### src/rtl/bb_pkg.sv
package bb_pkg;

   typedef enum logic [1:0] {
      SZ_BYTE = 2'd0,
      SZ_HALF = 2'd1,
      SZ_WORD = 2'd2,
      SZ_BAD  = 2'd3
   } acc_size_e;

   typedef enum logic [2:0] {
      ST_IDLE,
      ST_PASS,
      ST_PWAIT,
      ST_ARD,
      ST_AWAIT,
      ST_AWR,
      ST_DONE
   } br_state_e;

endpackage

### src/rtl/bb_addr_map.sv
module bb_addr_map
   import bb_pkg::*;
#(
   parameter int                     ADDR_W    = 32,
   parameter int                     NWIN      = 2,
   parameter logic [NWIN*ADDR_W-1:0] WIN_BASES = {32'h4200_0000, 32'h2200_0000},
   parameter logic [ADDR_W-1:0]      WIN_BYTES = 32'h0200_0000
) (
   input  logic [ADDR_W-1:0] addr,
   input  acc_size_e         size,
   output logic              hit,
   output logic [ADDR_W-1:0] tgt_addr,
   output logic [4:0]        bit_idx
);

   localparam int WIN_LSB = $clog2(WIN_BYTES);
   localparam logic [ADDR_W-1:0] OFF_MASK = WIN_BYTES - 1'b1;
   localparam logic [ADDR_W-1:0] SEG_MASK = {3'b111, {(ADDR_W-3){1'b0}}};

   if (ADDR_W < 8) begin : g_bad_aw
      $error("bb_addr_map: ADDR_W too small");
   end
   if ((WIN_BYTES & OFF_MASK) != '0) begin : g_bad_win
      $error("bb_addr_map: WIN_BYTES must be a power of two");
   end
   if (WIN_LSB + 3 > ADDR_W) begin : g_bad_lsb
      $error("bb_addr_map: window overlaps the kept segment bits");
   end

   logic [NWIN-1:0] win_hit;

   for (genvar i = 0; i < NWIN; i++) begin : g_win
      localparam logic [ADDR_W:0] LO = {1'b0, WIN_BASES[i*ADDR_W +: ADDR_W]};
      localparam logic [ADDR_W:0] HI = LO + {1'b0, WIN_BYTES};
      if ((LO[ADDR_W-1:0] & OFF_MASK) != '0) begin : g_bad_base
         $error("bb_addr_map: window base not aligned to its size");
      end
      assign win_hit[i] = ({1'b0, addr} >= LO) && ({1'b0, addr} < HI);
   end

   assign hit = |win_hit;

   logic [ADDR_W-1:0] raw;
   assign raw = (addr & SEG_MASK) | ((addr & OFF_MASK) >> 5);

   logic [4:0] sel;
   assign sel = addr[6:2];

   always_comb begin
      unique case (size)
         SZ_HALF: begin
            tgt_addr = {raw[ADDR_W-1:1], 1'b0};
            bit_idx  = {1'b0, sel[3:0]};
         end
         SZ_WORD: begin
            tgt_addr = {raw[ADDR_W-1:2], 2'b00};
            bit_idx  = sel;
         end
         default: begin
            tgt_addr = raw;
            bit_idx  = {2'b00, sel[2:0]};
         end
      endcase
   end

endmodule

### src/rtl/bb_bit_merge.sv
module bb_bit_merge
   import bb_pkg::*;
#(
   parameter int DATA_W = 32
) (
   input  acc_size_e         size,
   input  logic [4:0]        bit_idx,
   input  logic [DATA_W-1:0] unit_in,
   input  logic              set_bit,
   output logic              bit_val,
   output logic [DATA_W-1:0] unit_old,
   output logic [DATA_W-1:0] unit_out
);

   localparam int NLANE = DATA_W / 8;

   if (DATA_W != 32) begin : g_bad_dw
      $error("bb_bit_merge: the bit index spans a 32-bit unit only");
   end

   logic [NLANE-1:0]  lane_en;
   logic [DATA_W-1:0] mask;

   always_comb begin
      unique case (size)
         SZ_HALF: lane_en = NLANE'(2'b11);
         SZ_WORD: lane_en = '1;
         default: lane_en = NLANE'(1'b1);
      endcase
   end

   for (genvar l = 0; l < NLANE; l++) begin : g_lane
      assign mask[l*8 +: 8] = {8{lane_en[l]}};
   end

   logic [DATA_W-1:0] sel;
   assign sel      = DATA_W'(1) << bit_idx;
   assign unit_old = unit_in & mask;
   assign bit_val  = |(unit_old & sel);
   assign unit_out = set_bit ? (unit_old | sel) : (unit_old & ~sel);

endmodule

### src/rtl/bb_bridge.sv
module bb_bridge
   import bb_pkg::*;
#(
   parameter int                     ADDR_W    = 32,
   parameter int                     DATA_W    = 32,
   parameter int                     NWIN      = 2,
   parameter logic [NWIN*ADDR_W-1:0] WIN_BASES = {32'h4200_0000, 32'h2200_0000},
   parameter logic [ADDR_W-1:0]      WIN_BYTES = 32'h0200_0000
) (
   input  logic              clk,
   input  logic              rst_n,
   input  logic              up_valid,
   output logic              up_ready,
   input  logic              up_write,
   input  logic [ADDR_W-1:0] up_addr,
   input  logic [1:0]        up_size,
   input  logic [DATA_W-1:0] up_wdata,
   output logic              up_done,
   output logic [DATA_W-1:0] up_rdata,
   output logic              up_err,
   output logic              mem_valid,
   input  logic              mem_ready,
   output logic              mem_write,
   output logic [ADDR_W-1:0] mem_addr,
   output logic [1:0]        mem_size,
   output logic [DATA_W-1:0] mem_wdata,
   output logic              mem_lock,
   input  logic              mem_rvalid,
   input  logic [DATA_W-1:0] mem_rdata
);

   if (NWIN < 1) begin : g_bad_nwin
      $error("bb_bridge: at least one alias window is needed");
   end

   br_state_e         state;
   logic              req_write;
   logic [ADDR_W-1:0] req_addr;
   acc_size_e         req_size;
   logic [DATA_W-1:0] req_wdata;
   logic              req_alias;
   logic              err_q;
   logic [DATA_W-1:0] rdata_q;
   logic [DATA_W-1:0] wr_q;
   logic [DATA_W-1:0] old_q;

   logic              map_hit;
   logic [ADDR_W-1:0] tgt_addr;
   logic [4:0]        bit_idx;
   logic              bit_val;
   logic [DATA_W-1:0] unit_old;
   logic [DATA_W-1:0] unit_new;

   bb_addr_map #(
      .ADDR_W(ADDR_W), .NWIN(NWIN), .WIN_BASES(WIN_BASES), .WIN_BYTES(WIN_BYTES)
   ) i_map (
      .addr(req_addr), .size(req_size), .hit(map_hit),
      .tgt_addr(tgt_addr), .bit_idx(bit_idx)
   );

   bb_bit_merge #(.DATA_W(DATA_W)) i_merge (
      .size(req_size), .bit_idx(bit_idx), .unit_in(mem_rdata),
      .set_bit(req_wdata[0]), .bit_val(bit_val),
      .unit_old(unit_old), .unit_out(unit_new)
   );

   // Request decode on the incoming address, used at acceptance
   logic              in_hit;
   logic [ADDR_W-1:0] in_tgt_unused;
   logic [4:0]        in_idx_unused;

   bb_addr_map #(
      .ADDR_W(ADDR_W), .NWIN(NWIN), .WIN_BASES(WIN_BASES), .WIN_BYTES(WIN_BYTES)
   ) i_map_in (
      .addr(up_addr), .size(acc_size_e'(up_size)), .hit(in_hit),
      .tgt_addr(in_tgt_unused), .bit_idx(in_idx_unused)
   );

   always_ff @(posedge clk or negedge rst_n) begin
      if (!rst_n) begin
         state     <= ST_IDLE;
         req_write <= 1'b0;
         req_addr  <= '0;
         req_size  <= SZ_BYTE;
         req_wdata <= '0;
         req_alias <= 1'b0;
         err_q     <= 1'b0;
         rdata_q   <= '0;
         wr_q      <= '0;
         old_q     <= '0;
      end else begin
         unique case (state)
            ST_IDLE: if (up_valid) begin
               req_write <= up_write;
               req_addr  <= up_addr;
               req_size  <= acc_size_e'(up_size);
               req_wdata <= up_wdata;
               req_alias <= in_hit;
               rdata_q   <= '0;
               err_q     <= (up_size == SZ_BAD);
               if (up_size == SZ_BAD) state <= ST_DONE;
               else if (in_hit)       state <= ST_ARD;
               else                   state <= ST_PASS;
            end
            ST_PASS: if (mem_ready) state <= req_write ? ST_DONE : ST_PWAIT;
            ST_PWAIT: if (mem_rvalid) begin
               rdata_q <= mem_rdata;
               state   <= ST_DONE;
            end
            ST_ARD: if (mem_ready) state <= ST_AWAIT;
            ST_AWAIT: if (mem_rvalid) begin
               wr_q    <= unit_new;
               old_q   <= unit_old;
               rdata_q <= DATA_W'(bit_val);
               state   <= req_write ? ST_AWR : ST_DONE;
            end
            ST_AWR: if (mem_ready) state <= ST_DONE;
            ST_DONE: state <= ST_IDLE;
            default: state <= ST_IDLE;
         endcase
      end
   end

   assign up_ready = (state == ST_IDLE);
   assign up_done  = (state == ST_DONE);
   assign up_rdata = rdata_q;
   assign up_err   = up_done && err_q;

   always_comb begin
      mem_valid = 1'b0;
      mem_write = 1'b0;
      mem_addr  = req_addr;
      mem_size  = req_size;
      mem_wdata = '0;
      mem_lock  = 1'b0;
      unique case (state)
         ST_PASS: begin
            mem_valid = 1'b1;
            mem_write = req_write;
            mem_wdata = req_wdata;
         end
         ST_ARD: begin
            mem_valid = 1'b1;
            mem_addr  = tgt_addr;
            mem_lock  = req_write;
         end
         ST_AWAIT: begin
            mem_addr  = tgt_addr;
            mem_lock  = req_write;
         end
         ST_AWR: begin
            mem_valid = 1'b1;
            mem_write = 1'b1;
            mem_addr  = tgt_addr;
            mem_wdata = wr_q;
            mem_lock  = 1'b1;
         end
         default: ;
      endcase
   end

   p_lock_release_r6: assert property (@(posedge clk) disable iff (!rst_n)
      $fell(mem_lock) |-> $past(mem_valid && mem_ready && mem_write));

   p_lock_write_r6: assert property (@(posedge clk) disable iff (!rst_n)
      (mem_valid && req_alias && req_write) |-> mem_lock);

   p_req_hold_r9: assert property (@(posedge clk) disable iff (!rst_n)
      (mem_valid && !mem_ready) |=> (mem_valid && $stable(mem_addr) &&
         $stable(mem_size) && $stable(mem_write) && $stable(mem_wdata)));

   p_accept_busy_r9: assert property (@(posedge clk) disable iff (!rst_n)
      (up_valid && up_ready) |=> !up_ready);

   p_bit_only_r4: assert property (@(posedge clk) disable iff (!rst_n)
      (up_done && req_alias && !req_write && !err_q) |-> (up_rdata[DATA_W-1:1] == '0));

   p_single_bit_r5: assert property (@(posedge clk) disable iff (!rst_n)
      (mem_valid && mem_write && mem_lock) |-> ($countones(mem_wdata ^ old_q) <= 1));

   p_bad_size_r8: assert property (@(posedge clk) disable iff (!rst_n)
      (up_valid && up_ready && up_size == 2'd3) |=> (!mem_valid && up_done && up_err));

endmodule

### config.mk
export PLATFORM = sky130hd
export DESIGN_NAME = bb_bridge
export DESIGN_NICKNAME = d
export VERILOG_FILES = /design/src/rtl/bb_pkg.sv /design/src/rtl/bb_addr_map.sv /design/src/rtl/bb_bit_merge.sv /design/src/rtl/bb_bridge.sv
export SDC_FILE = /design/constraint.sdc
export NUM_CORES = 1
export LEC_CHECK = 0
export ABC_AREA = 1
export BUFFER_PORTS_ARGS = -buffer_cell sky130_fd_sc_hd__buf_4
export CAP_MARGIN = 20
export CORE_ASPECT_RATIO = 2
export CORE_MARGIN = 8
export CORE_UTILIZATION = 50
export CTS_CLUSTER_DIAMETER = 150
export DETAILED_ROUTE_END_ITERATION = 8
export GPL_TIMING_DRIVEN = 0
export PLACE_DENSITY = 0.83
export SLEW_MARGIN = 15
export SYNTH_ARGS = -nofsm -noshare
export SYNTH_HDL_FRONTEND = slang
export SYNTH_SLANG_ARGS = --single-unit
### constraint.sdc
create_clock -name clk -period 1.9 [get_ports clk]
set_input_delay 0.095 -clock clk [delete_from_list [all_inputs] [get_ports clk]]
set_output_delay 0.095 -clock clk [all_outputs]
set_load 0.02 [all_outputs]
* Yosys cells after proc, flatten, opt, wreduce, memory -nomap -nowiden *
Cells that the tools add are included.

storage, ports and cells
  bits in registers = 135
  input port bits = 104
  output and inout port bits = 104
  word-level logic and storage cells = 72

cells by class
  $lt $le $gt $ge = 4
  equal/unequal tests = 15
  shift-type cells = 1
  muxes and demuxes = 24
  bitwise logic cells = 6
  reduce and logical (&&, ||, !) cells = 14

operators with widths
  kind                                                                                   count
  32-bit 2-to-1 mux                                                                      5
  32-bit bitwise AND                                                                     3
  32-bit one-hot mux with 3 select lines                                                 1
  32-bit one-hot mux with 2 select lines                                                 1
  32-bit by 30-bit greater-or-equal comparator with 1-bit output, second input constant  1
  32-bit by 31-bit greater-or-equal comparator with 1-bit output, second input constant  1
  32-bit by 30-bit less-than comparator with 1-bit output, second input constant         1
  32-bit by 31-bit less-than comparator with 1-bit output, second input constant         1
  32-bit NOT                                                                             1
  32-bit by 20-bit bitwise OR with 32-bit output                                         1
  32-bit bitwise OR                                                                      1
  32-bit OR reduction                                                                    1
  1-bit by 5-bit left shift with 32-bit output, first input constant                     1
  3-bit 2-to-1 mux                                                                       8
  3-bit one-hot mux with 6 select lines                                                  1
  2-bit inequality test, second input constant                                           6
  5-bit one-hot mux with 2 select lines                                                  1
  3-bit == test, second input constant                                                   3
  4-bit one-hot mux with 2 select lines                                                  1
  3-bit by 2-bit == test with 1-bit output, second input constant                        2
  6-bit AND reduction                                                                    1
  3-bit OR reduction                                                                     2
  2-bit == test, second input constant                                                   2
  2-bit 2-to-1 mux                                                                       2
  11 further kinds                                                                       16

* Depth between registers and ports, before layout *
  depth in word-level cells = 7
  gate-level depth with buffers = 16
  mapped depth without buffers = 15

* By module *
Synthesis repeated with hierarchy kept, for this count alone.

second synthesis, totals
  cell total of the unflattened synthesis = 1167
  area total of the unflattened synthesis = 8116.5 um^2

modules (own cells, without submodules)
  module        times used  cells an instance  area each (um^2)  seq. area each (um^2)
  bb_bridge     1           806                6231.0            3378.2
  bb_bit_merge  1           253                1179.9            0.0
  bb_addr_map   2           54                 352.8             0.0

* Least setup slack after synthesis *
OpenSTA, ideal clock, no wires.

  path type = reg2reg
  start point = reg req_size[0] (netlist: mem_size[0])
  end point = reg rdata_q[0] (netlist: up_rdata[0])
  library setup time = 0.122 ns
  data arrival time = 1.735 ns
  data required time = 1.778 ns
  setup slack = 0.043 ns
  cell stages (with the launch flop) = 16
  buffers on the path = 1
  clock period less this slack = 1.857 ns
  cells stage by stage = dfrtp_1 > inv_1 > ha_1 > nor2_1 > nand2_2 > buf_6 > nand2_1 > nor2_1 > nand2_1 > nand2_1 > nor2_1 > nand2_1 > nor2_1 > nand2_1 > nand2_1 > a21oi_2

on the way
  cells in the longest elaborated chain, start to end = 7
  elaborated cells on any way between the ends = 10
  those cells by class = eq/ne (2); shift (1); mux (4); bitwise (2); reduce/logical (1)

ends and longest elaborated chain
  element                                                                                         RTL line                                source
  start: declaration                                                                              bb_bridge.sv:39                         acc_size_e req_size;
  start signal: assignment                                                                        bb_bridge.sv:96                         req_size <= acc_size_e'(up_size);
  2-bit == test or 2-bit by 1-bit == test with 1-bit output (tied branches)                       bb_addr_map.sv:50, bb_bit_merge.sv:25
  5-bit one-hot mux with 2 select lines or 4-bit one-hot mux with 2 select lines (tied branches)  bb_addr_map.sv:50, bb_bit_merge.sv:25
  1-bit by 5-bit left shift with 32-bit output or 32-bit bitwise AND (tied branches)              bb_bit_merge.sv:37, bb_bit_merge.sv:38
  32-bit bitwise AND *                                                                            bb_bit_merge.sv:39                      assign bit_val = |(unit_old & sel);
  32-bit OR reduction *                                                                           bb_bit_merge.sv:39
  32-bit 2-to-1 mux *                                                                             bb_bridge.sv:111                        ST_AWAIT: if (mem_rvalid) begin
  32-bit one-hot mux with 3 select lines *                                                        bb_bridge.sv:92                         unique case (state)
  end signal: assignment                                                                          bb_bridge.sv:107                        rdata_q <= mem_rdata;
  end signal: assignment                                                                          bb_bridge.sv:114                        rdata_q <= DATA_W'(bit_val);
  end: declaration                                                                                bb_bridge.sv:43                         logic [DATA_W-1:0] rdata_q;

Every way passes the cells marked *; elsewhere a longest branch is shown, timed or not. The select of a mux whose other input is x is not followed.
A chain may end at the register's enable or synchronous reset.

* Final worst setup path *
  start point = reg req_size[0] (netlist: mem_size[0])
  end point = reg wr_q[27]

on the way
  cells in the longest elaborated chain, start to end = 6
  elaborated cells on any way between the ends = 10
  those cells by class = eq/ne (2); shift (1); mux (3); bitwise (4)

ends and longest elaborated chain
  element                                                                    RTL line                               source
  2-bit == test or 2-bit by 1-bit == test with 1-bit output (tied branches)  bb_addr_map.sv:50, bb_bit_merge.sv:25
  5-bit one-hot mux with 2 select lines                                      bb_addr_map.sv:50                      unique case (size)
  1-bit by 5-bit left shift with 32-bit output                               bb_bit_merge.sv:37                     assign sel = DATA_W'(1) << bit_idx;
  32-bit NOT                                                                 bb_bit_merge.sv:40                     assign unit_out = set_bit ? (unit_old | sel) : (unit_old & ~sel);
  32-bit bitwise AND                                                         bb_bit_merge.sv:40
  32-bit 2-to-1 mux *                                                        bb_bit_merge.sv:40
  end signal: assignment                                                     bb_bridge.sv:112                       wr_q <= unit_new;
  end: declaration                                                           bb_bridge.sv:44                        logic [DATA_W-1:0] wr_q;

Every way passes the cells marked *; elsewhere a longest branch is shown, timed or not.

==> qor.csv <==
stage,metric,value,unit
outcome,status,finished with violations,
outcome,violations,negative setup slack,
synth,avgSynthCellArea,7.74,um^2
cells_and_area,final_area,0.0120,mm^2
clock_tree,root_buffer,clkbuf_16,
power,internal_power,11.2,mW
synth,synth_top_area_share,47.9,%
power,comb_power_share,63.3,%
place,place_ws,-142,ps
power,p_leak,5.72,nW
synth,yosys.area.top_type,dfrtp_1,
place,dp.cells,1307,
global_route,grt_pass1_vias,8955,
floorplanning,start_util,51.0,%
synth,netlist_top_cells_count,"215 x nand2_1, 135 x dfrtp_1, 126 x o21ai_0, 120 x inv_1, 60 x nand3_1",
detailed_routing,drtIter0Drc,1172,
sta,fin_crit,2340,ps
detailed_routing,drc,0,
cells_and_area,fin_util,86.7,%
cells_and_area,final_nets,1394,
sta,maxSlewHeadroom,40.2,%
power,p_total,22.3,mW
synth,syn-num-nets,1017,
setup_path,rr_endpoint,wr_q[27],
floorplanning,die_area,0.0184,mm^2
synth,netlist_instances,911,
cells_and_area,drive_above_1_share,37.2,%
clock_tree,cts.sinks,135,
setup_path,timing.rr.start,mem_size[0],
worst_hold_path,hold_end,up_rdata[27],
global_route,antenna_found_initial,3,
cells_and_area,num-fill-cells,604,
synth,synth-seq-cells,135,
synth,ys_warn_count,0,
synth,synthTopCellsByArea,"dfrtp_1 48%, nand2_1 11%, o21ai_0 8.9%",
setup_path,critical_path_required,2270,ps
clock_tree,cts_max_path_buffers,2,
clock_tree,path_clk_slew,60,ps
place,port_buffers,206,
clock_tree,cts_max_level,4,
setup_path,crit_fanout,10,
cells_and_area,syn2layout_area_growth,69.9,%
cells_and_area,multi_input_area,0.00353,mm^2
place,place_congestion,0.982,
sta,setup-tns-final,-30330,ps
worst_hold_path,holdCritStartpoint,mem_rdata[27],
power,ir_drop,1.98,mV
detailed_routing,wl_per_cell,26.8,um
detailed_routing,drt_pass1_iterations,6,
power,p_switching,11.1,mW
global_route,track_usage,35.0,%
power,swShare,49.8,%
synth,ys_types,32,
sta,maxSlewViolCount,0,
cells_and_area,fin_cells,1492,
cells_and_area,seq_area,0.00338,mm^2
synth,yosysMostFrequentCell,nand2_1,
setup_path,path_class,flop to flop,
clock_tree,insertion_delay,450,ps
job,maxCapViolCount,0,
synth,async_flop_share,100,%
detailed_routing,routed-wl-met2,19.1,mm
clock_tree,cts_tree,built,
setup_path,endpoint_kind,flop,
power,power_density,1860,mW/mm^2
sta,fin_crit_sh,123,%
place,postPlaceCellArea,0.00887,mm^2
setup_path,crit_arrival,2710,ps
detailed_routing,met1_length,11.6,mm
synth,yosys_most_used_dff,dfrtp_1,
clock_tree,cts_buffers,17,
worst_hold_path,min_path_type,input pin to flop,
setup_path,worstRegToRegCells,11,
synth,ys_seq_area_share,47.9,%
floorplanning,row_count,61,
global_route,grt_max_degree,79,
floorplanning,ioPinCount,208,
place,dp_hpwl,19.3,mm
sta,hold_ws,12.6,ps
power,p_clk_share,14.0,%
floorplanning,dieWidth,100,um
detailed_routing,drt-total-wl,40.1,mm
floorplanning,core_area,0.0138,mm^2
setup_path,regToRegSetupSlack,-440,ps
sta,final_hold_viol_count,0,
detailed_routing,top_layer,met5,
detailed_routing,viasPerCell,6.36,
sta,setup_viol,184,
detailed_routing,route.met3.wl,4.66,mm
synth,synth-edff-count,0,
synth,synth_area,0.00705,mm^2
global_route,grt_first_pass_wirelength,48.7,mm
power,power_frac_seq,22.6,%
sta,finClkSkew,14.4,ps
sta,rsz0062_at_grt,yes,
sta,worst-slew-pin-transition,887,ps
detailed_routing,drtAntennaViolNets,0,
floorplanning,chipHeight,184,um
worst_hold_path,whs_path_depth,3,
sta,setup_ws,-443,ps
sta,fmax,427,MHz
global_route,overflow,0,
setup_path,worstSetupStartpointType,flop,
detailed_routing,vias,9486,
-- power groups by stage --
stage               Combinational, mW  Clock (mW)  Sequential, mW
detailed placement               8.85           0            4.71
global placement                 8.73           0            4.65
global route                     14.6        3.19            5.11
floorplan                        5.17           0            4.90
CTS                              10.3        3.02            4.72
finish                           14.1        3.13            5.05
-- routing by layer --
layer,up-vias,global-route usage [%]
met5,-,0
met4,2,26.5
met3,406,8.99
met2,970,60.7
met1,4370,34.7
li1,3738,-
-- cell families (layout without fill, tap and decap cells) --
group	Yosys count	after routing	share of synthesized area (%)
adder cells (fa/ha/maj)	2	2	0.355
flip-flops	135	135	47.9
buffers and inverters	192	581	11.9
AND/OR/NAND/NOR	363	364	22.8
other	0	2	0
AO/OA/AOI/OAI	216	216	16.5
multiplexers	3	3	0.479
-- registers in the layout, indices dropped and copies added, names as in the netlist --
name       flops
wr_q          32
req_wdata     32
req_addr      32
req_write      1
up_rdata      32
err_q          1
state          3
mem_size       2
-- worst max path at each step --
| stage | to | from | depth (start not counted) |
|---|---|---|---|
| 4_1_cts | mem_addr[1] | state[0] | 10 |
| 3_3_place_gp | up_rdata[0] | mem_size[0] | 12 |
| 3_5_place_dp | up_rdata[0] | mem_size[0] | 12 |
| 2_1_floorplan | up_rdata[0] | mem_size[0] | 15 |
| 6_report | wr_q[27] | mem_size[0] | 11 |
| 5_1_grt | wr_q[27] | mem_size[0] | 11 |
-- timing repair --
item                                   4_1_cts  5_1_grt
buffers inserted                            15       26
endpoints found under the hold margin      156        0
hold buffers                               100        0
setup endpoints to repair                   87      150
pin swaps                                    5       20
gates resized for setup                    103      223
gates cloned                                 7        5
-- cells in the final DEF, fill, tap and decap left out, types with 6 or more instances in the layout --
master	n
o22ai_2	7
o22ai_1	8
o21ai_0	96
buf_6	66
inv_1	116
nand2_2	16
dlygate4sd3_1	100
nor2_1	23
buf_2	10
nand3_1	52
o21ai_1	44
buf_4	206
dfrtp_1	131
inv_2	11
nor2_4	17
o21ai_2	23
nand4_1	24
nor2_2	15
buf_8	7
clkbuf_16	20
o22ai_4	20
nand2_4	6
o211ai_1	10
nand2_1	196
clkbuf_1	7
-- critical path: stages, from the launching register on --
cell and delay [ps]:
dfrtp_1 480, inv_2 140, ha_4 190, nand2_2 160, inv_2 120, buf_6 180, buf_8 160, buf_6 150
nand3_1 170, o21ai_1 230, o211ai_1 160, o21ai_1 120
-- cell type report --
| cell class | count | share of cell area [%] |
|---|---|---|
| multi-input combinational | 585 | 29.5 |
| sequential | 135 | 28.2 |
| timing repair buffer | 358 | 27.1 |
| inverter | 134 | 4.37 |
| buffer | 57 | 4.29 |
| clock buffer | 18 | 3.58 |
| tap | 189 | 1.97 |
| clock inverter | 14 | 0.867 |
| antenna | 2 | 0.0418 |
Power figures use the tool's default switching activity.
